$ cat config.mk
export PLATFORM = sky130hd
export DESIGN_NAME = barrel_shifter_cout
export DESIGN_NICKNAME = d
export VERILOG_FILES = /design/src/rtl/bsh_pkg.sv /design/src/rtl/bsh_rotr.sv /design/src/rtl/bsh_fill_mask.sv /design/src/rtl/bsh_carry_sel.sv /design/src/rtl/barrel_shifter_cout.sv
export SDC_FILE = /design/constraint.sdc
export NUM_CORES = 1
export LEC_CHECK = 0
export ABC_AREA = 1
export BUFFER_PORTS_ARGS = -buffer_cell sky130_fd_sc_hd__clkbuf_2
export CAP_MARGIN = 40
export CORE_UTILIZATION = 33
export DETAILED_ROUTE_END_ITERATION = 8
export SLEW_MARGIN = 30
export SYNTH_ARGS = -nofsm -noshare
export SYNTH_HDL_FRONTEND = slang
export SYNTH_SLANG_ARGS = --single-unit
$ cat constraint.sdc
create_clock -name vclk -period 3.7
set_input_delay 0.74 -clock vclk [all_inputs]
set_output_delay 0.74 -clock vclk [all_outputs]
set_load 0.05 [all_outputs]
$ cat src/rtl/bsh_pkg.sv
package bsh_pkg;
  localparam int unsigned DATA_W = 32;
  localparam int unsigned AMT_W  = $clog2(DATA_W);

  typedef enum logic [2:0] {
    SK_LSL = 3'b000,
    SK_LSR = 3'b001,
    SK_ASR = 3'b010,
    SK_ROR = 3'b011,
    SK_RCX = 3'b100
  } shift_kind_e;
endpackage

$ cat src/rtl/bsh_rotr.sv
// Logarithmic right rotator: one mux stage per distance bit.
module bsh_rotr #(
  parameter int unsigned W  = 32,
  localparam int unsigned AW = $clog2(W)
) (
  input  logic [W-1:0]  data_i,
  input  logic [AW-1:0] amt_i,
  output logic [W-1:0]  data_o
);
  logic [W-1:0] stg [AW+1];

  assign stg[0] = data_i;

  for (genvar s = 0; s < AW; s++) begin : g_stage
    localparam int unsigned SH = 1 << s;
    assign stg[s+1] = amt_i[s] ? {stg[s][SH-1:0], stg[s][W-1:SH]} : stg[s];
  end

  assign data_o = stg[AW];
endmodule

$ cat src/rtl/bsh_fill_mask.sv
// Marks which result bits hold operand bits (1) and which are vacated (0).
module bsh_fill_mask #(
  parameter int unsigned W  = 32,
  localparam int unsigned AW = $clog2(W)
) (
  input  logic [AW-1:0] amt_i,
  input  logic          left_i,
  output logic [W-1:0]  keep_o
);
  localparam logic [AW:0] WV = (AW+1)'(W);
  logic [AW:0] amt_x;

  assign amt_x = {1'b0, amt_i};

  for (genvar i = 0; i < W; i++) begin : g_bit
    localparam logic [AW:0] IDX = (AW+1)'(i);
    logic keep_left;
    logic keep_right;
    assign keep_left  = (IDX >= amt_x);
    assign keep_right = ((IDX + amt_x) < WV);
    assign keep_o[i]  = left_i ? keep_left : keep_right;
  end
endmodule

$ cat src/rtl/bsh_carry_sel.sv
// Carry-out select: the bit that left last sits at an edge of the rotated word.
module bsh_carry_sel #(
  parameter int unsigned W = 32
) (
  input  bsh_pkg::shift_kind_e kind_i,
  input  logic                 amt_zero_i,
  input  logic [W-1:0]         op_i,
  input  logic [W-1:0]         rot_i,
  input  logic                 cin_i,
  output logic                 cout_o
);
  import bsh_pkg::*;

  always_comb begin
    unique case (kind_i)
      SK_LSL:                 cout_o = amt_zero_i ? cin_i : rot_i[0];
      SK_LSR, SK_ASR, SK_ROR: cout_o = amt_zero_i ? cin_i : rot_i[W-1];
      SK_RCX:                 cout_o = op_i[0];
      default:                cout_o = cin_i;
    endcase
  end
endmodule

$ cat src/rtl/barrel_shifter_cout.sv
module barrel_shifter_cout (
  input  logic [31:0] op_i,
  input  logic [2:0]  kind_i,
  input  logic [4:0]  amt_i,
  input  logic        cin_i,
  output logic [31:0] res_o,
  output logic        cout_o
);
  import bsh_pkg::*;

  localparam int unsigned W  = DATA_W;
  localparam int unsigned AW = AMT_W;

  shift_kind_e   kind;
  logic          is_left;
  logic          amt_zero;
  logic [AW-1:0] rot_amt;
  logic [W-1:0]  rotated;
  logic [W-1:0]  keep;
  logic          fill_bit;

  assign kind     = shift_kind_e'(kind_i);
  assign is_left  = (kind == SK_LSL);
  assign amt_zero = (amt_i == '0);
  // Left by n equals right rotation by (W - n) mod W.
  assign rot_amt  = is_left ? AW'(~amt_i + 1'b1) : amt_i;

  bsh_rotr #(.W(W)) u_rotr (
    .data_i (op_i),
    .amt_i  (rot_amt),
    .data_o (rotated)
  );

  bsh_fill_mask #(.W(W)) u_mask (
    .amt_i  (amt_i),
    .left_i (is_left),
    .keep_o (keep)
  );

  bsh_carry_sel #(.W(W)) u_csel (
    .kind_i     (kind),
    .amt_zero_i (amt_zero),
    .op_i       (op_i),
    .rot_i      (rotated),
    .cin_i      (cin_i),
    .cout_o     (cout_o)
  );

  assign fill_bit = (kind == SK_ASR) ? op_i[W-1] : 1'b0;

  always_comb begin
    unique case (kind)
      SK_LSL, SK_LSR, SK_ASR: res_o = (rotated & keep) | ({W{fill_bit}} & ~keep);
      SK_ROR:                 res_o = rotated;
      SK_RCX:                 res_o = {cin_i, op_i[W-1:1]};
      default:                res_o = op_i;
    endcase
  end

  // Checks beside the output mux.
  always_comb begin
    if (kind == SK_LSL && !amt_zero) begin
      assert_lsl_low_zero_R1: assert ((res_o << (W - int'(amt_i))) == '0)
        else $error("left shift left nonzero low bits");
    end
    if (kind == SK_LSR && !amt_zero) begin
      assert_lsr_high_zero_R2: assert ((res_o >> (W - int'(amt_i))) == '0)
        else $error("logical right shift left nonzero high bits");
    end
    if (kind == SK_ASR) begin
      assert_asr_sign_kept_R3: assert (res_o[W-1] == op_i[W-1])
        else $error("arithmetic shift changed the sign");
    end
    if (kind == SK_ROR) begin
      assert_ror_popcount_R4: assert ($countones(res_o) == $countones(op_i))
        else $error("rotation changed the number of set bits");
    end
    if (kind == SK_ROR && !amt_zero) begin
      assert_ror_carry_top_R6: assert (cout_o == res_o[W-1])
        else $error("rotate carry differs from result bit 31");
    end
    if (kind == SK_RCX) begin
      assert_rcx_ring_R5: assert (res_o[W-1] == cin_i && cout_o == op_i[0])
        else $error("carry rotation ring broken");
    end
    if (amt_zero && kind_i[2] == 1'b0) begin
      assert_zero_dist_pass_R7: assert (res_o == op_i && cout_o == cin_i)
        else $error("zero distance altered data or carry");
    end
    if (kind_i[2] && kind_i[1:0] != 2'b00) begin
      assert_unused_pass_R8: assert (res_o == op_i && cout_o == cin_i)
        else $error("unused code altered data or carry");
    end
  end
endmodule

==> impl_metrics.toml <==
[route]
antenna_left = 0
finalWirelength_mm = 21.6
drc = 0
first_iter_violations = 767
vias = 6259
routed_via_density = 5.95
firstDrtPassIters = 5
post_drt_wl_per_cell_um = 20.6

[placed_design]
dp_slack_ns = 0.114
dp_hpwl_mm = 17.5
portBuffers = 74
routabilityCongestion = 1.07
dp.cells = 1049

[sta]
setup-violations-final = 0
max_freq_ghz = 0.277
max_slew_margin = 0.534
whs_ns = 1.91
hold_viol = 0
layout_min_cycle_time_ns = 3.61
final.setup.tns_ns = 0
drv_slew = 0
worst_pin_slew_ns = 0.692
worst_slack_ns = 0.0899
fin_crit_sh = 0.976

[grt]
grt_pass1_vias = 5782
grt_pass1_wl_mm = 32.8
grt_max_degree = 63
track_usage = 0.337
grt_overflow_total = 0
antenna_found_initial = 0

[synth]
synth.most_common_cell = "nand2_1"
synth_nets = 889
syn_avg_cell_area_um2 = 4.74
yosys.area.top_type = "nand2_1"
yosysUniqueCellTypes = 38
syn_area_mm2 = 0.00400
netlist.area_leader.share = 0.250
netlist_instances = 844
synth.area.top_cells = "nand2_1 25%, nand3_1 20%, o21ai_0 7.6%"
synth_commonest_cells = "267 x nand2_1, 161 x nand3_1, 74 x inv_1"
yosysSeqAreaShare = 0
synth_warnings = 0

[power]
leakagePower_nw = 2.67
switchingPower_mw = 0.773
ir_drop_mv = 0.108
p_per_area_mw_per_mm2 = 223
power.internal_mw = 0.446
swShare = 0.634
seqPwrFrac = 0
clkPwrFrac = 0
p_comb_frac = 1.000

[floorplan]
initial_utilization = 0.345
fp.dieH_um = 112
fp.dieArea_mm2 = 0.0126
die_w_um = 112
ioPinCount = 74
fp.coreArea_mm2 = 0.0116
placement_rows = 39

[cells_and_area]
nNetsFinal = 956
syn_to_final_growth_pct = 36.8
nFillCells = 1301
design.seq.count = 0
antenna_cells = 0
layout-drive-gt1-share = 0.200
register_area_um2 = 0
clkbuf_count = 0
fin_cells = 1052

[critical_path]
start_kind = "primary input"
end_kind = "output port"
path_cells = "clkbuf_2, buf_12, o21ai_0, inv_1, nand2_1, nand3_1, nand3_1, nand3_1, nand2_1, nand3_1, a22oi_2, buf_2"
cp_num_buf_inv = 4
path_class = "primary input to output port"
max_stage_delay_ns = 0.56
worst_path_most_repeated_cell = "nand3_1"
crit_path_top_delay_cell = "o21ai_0"
path_max_fanout = 62
cp.required_ns = 2.96
worstPathArrival_ns = 2.87
critPathTopFamily = "buffers and inverters"

[run_status]
status = "finished, final reports clean"

[hold_path]
min_path_type = "primary input to output port"

[job]
maxCapViolations = 0
==> final timing paths <==
check / slack, ns / from / cells after the start / to
max: 0.09 / amt_i[0] / 12 / res_o[0]
min: 1.91 / op_i[10] / 4 / res_o[10]
==> kinds of logic (layout without fill, tap and decap cells) <==
logic type                 count (synthesis)  after routing  share of synthesized area
AOI/OAI and AO/OA                        184            184                      0.277
adders and majority gates                  4              4                     0.0125
buffers and inverters                    140            205                      0.149
and+or+nand+nor                          516            516                      0.562
==> final cells by class <==
class / count / area (µm²) / area share
inverters: 84 / 320 / 0.0585
well taps: 143 / 179 / 0.0327
multi-input cells: 704 / 3610 / 0.658
repair buffers: 121 / 1370 / 0.251
==> routing by layer <==
layer	vias to the layer above	GRT usage	part of all wire
met1	2855	0.437	0.41
met5	-	0	0
met4	0	0.144	0.044
met2	350	0.549	0.45
met3	59	0.0572	0.096
li1	2995	-	-
==> worst min-delay path, delay by kind of cell <==
kind                   cells  cell delay [ns]
buffers and inverters      2             0.25
AND/OR/NAND/NOR            1             0.12
AO/OA/AOI/OAI              1             0.06
==> repair_timing <==
action | 4_1_cts | 5_1_grt
hold buffers | 0 | 0
buffers inserted | 0 | 1
setup endpoints to repair | 0 | 12
resized for setup | 0 | 13
==> metrics by stage <==
step	cell area, µm²	util	total power [mW]
floorplan	4170	-	0.707
global placement	5370	0.463	1.18
detailed placement	5370	0.463	1.17
CTS	5370	0.463	1.18
global route	5480	0.472	1.29
finish	5480	0.472	1.22
==> cell usage in the layout (no fill, tap or decap), types with 3 or more instances in the layout <==
| cell type | netlist | routed |
|---|---|---|
| or2_2 | 4 | 4 |
| o211ai_1 | 27 | 27 |
| nor3_1 | 4 | 4 |
| nand3b_1 | 6 | 6 |
| nand2_1 | 267 | 265 |
| o21ai_0 | 61 | 60 |
| o221ai_1 | 5 | 5 |
| a31oi_1 | 7 | 4 |
| nor2_1 | 53 | 53 |
| nand2_4 | 1 | 3 |
| inv_1 | 74 | 73 |
| a22oi_2 | 1 | 9 |
| inv_2 | 8 | 9 |
| a221oi_1 | 9 | 9 |
| clkbuf_2 | 0 | 41 |
| nand4_1 | 7 | 7 |
| nand3_1 | 161 | 158 |
| a21oi_4 | 0 | 6 |
| buf_12 | 0 | 43 |
| o21ai_1 | 17 | 17 |
| a31oi_2 | 0 | 3 |
| nand3_2 | 1 | 4 |
| a21oi_1 | 36 | 23 |
| a21oi_2 | 1 | 8 |
| ha_1 | 4 | 3 |
| o22ai_1 | 4 | 4 |
| nand2_2 | 8 | 8 |
| buf_4 | 3 | 32 |
==> power by group through the flow <==
stage          combinational, mW  clock, mW  sequential (mW)
6_report                    1.22          0                0
5_1_grt                     1.29          0                0
4_1_cts                     1.18          0                0
3_5_place_dp                1.17          0                0
2_1_floorplan              0.707          0                0
3_3_place_gp                1.18          0                0
Note: power is estimated with default switching activity, not from simulation.
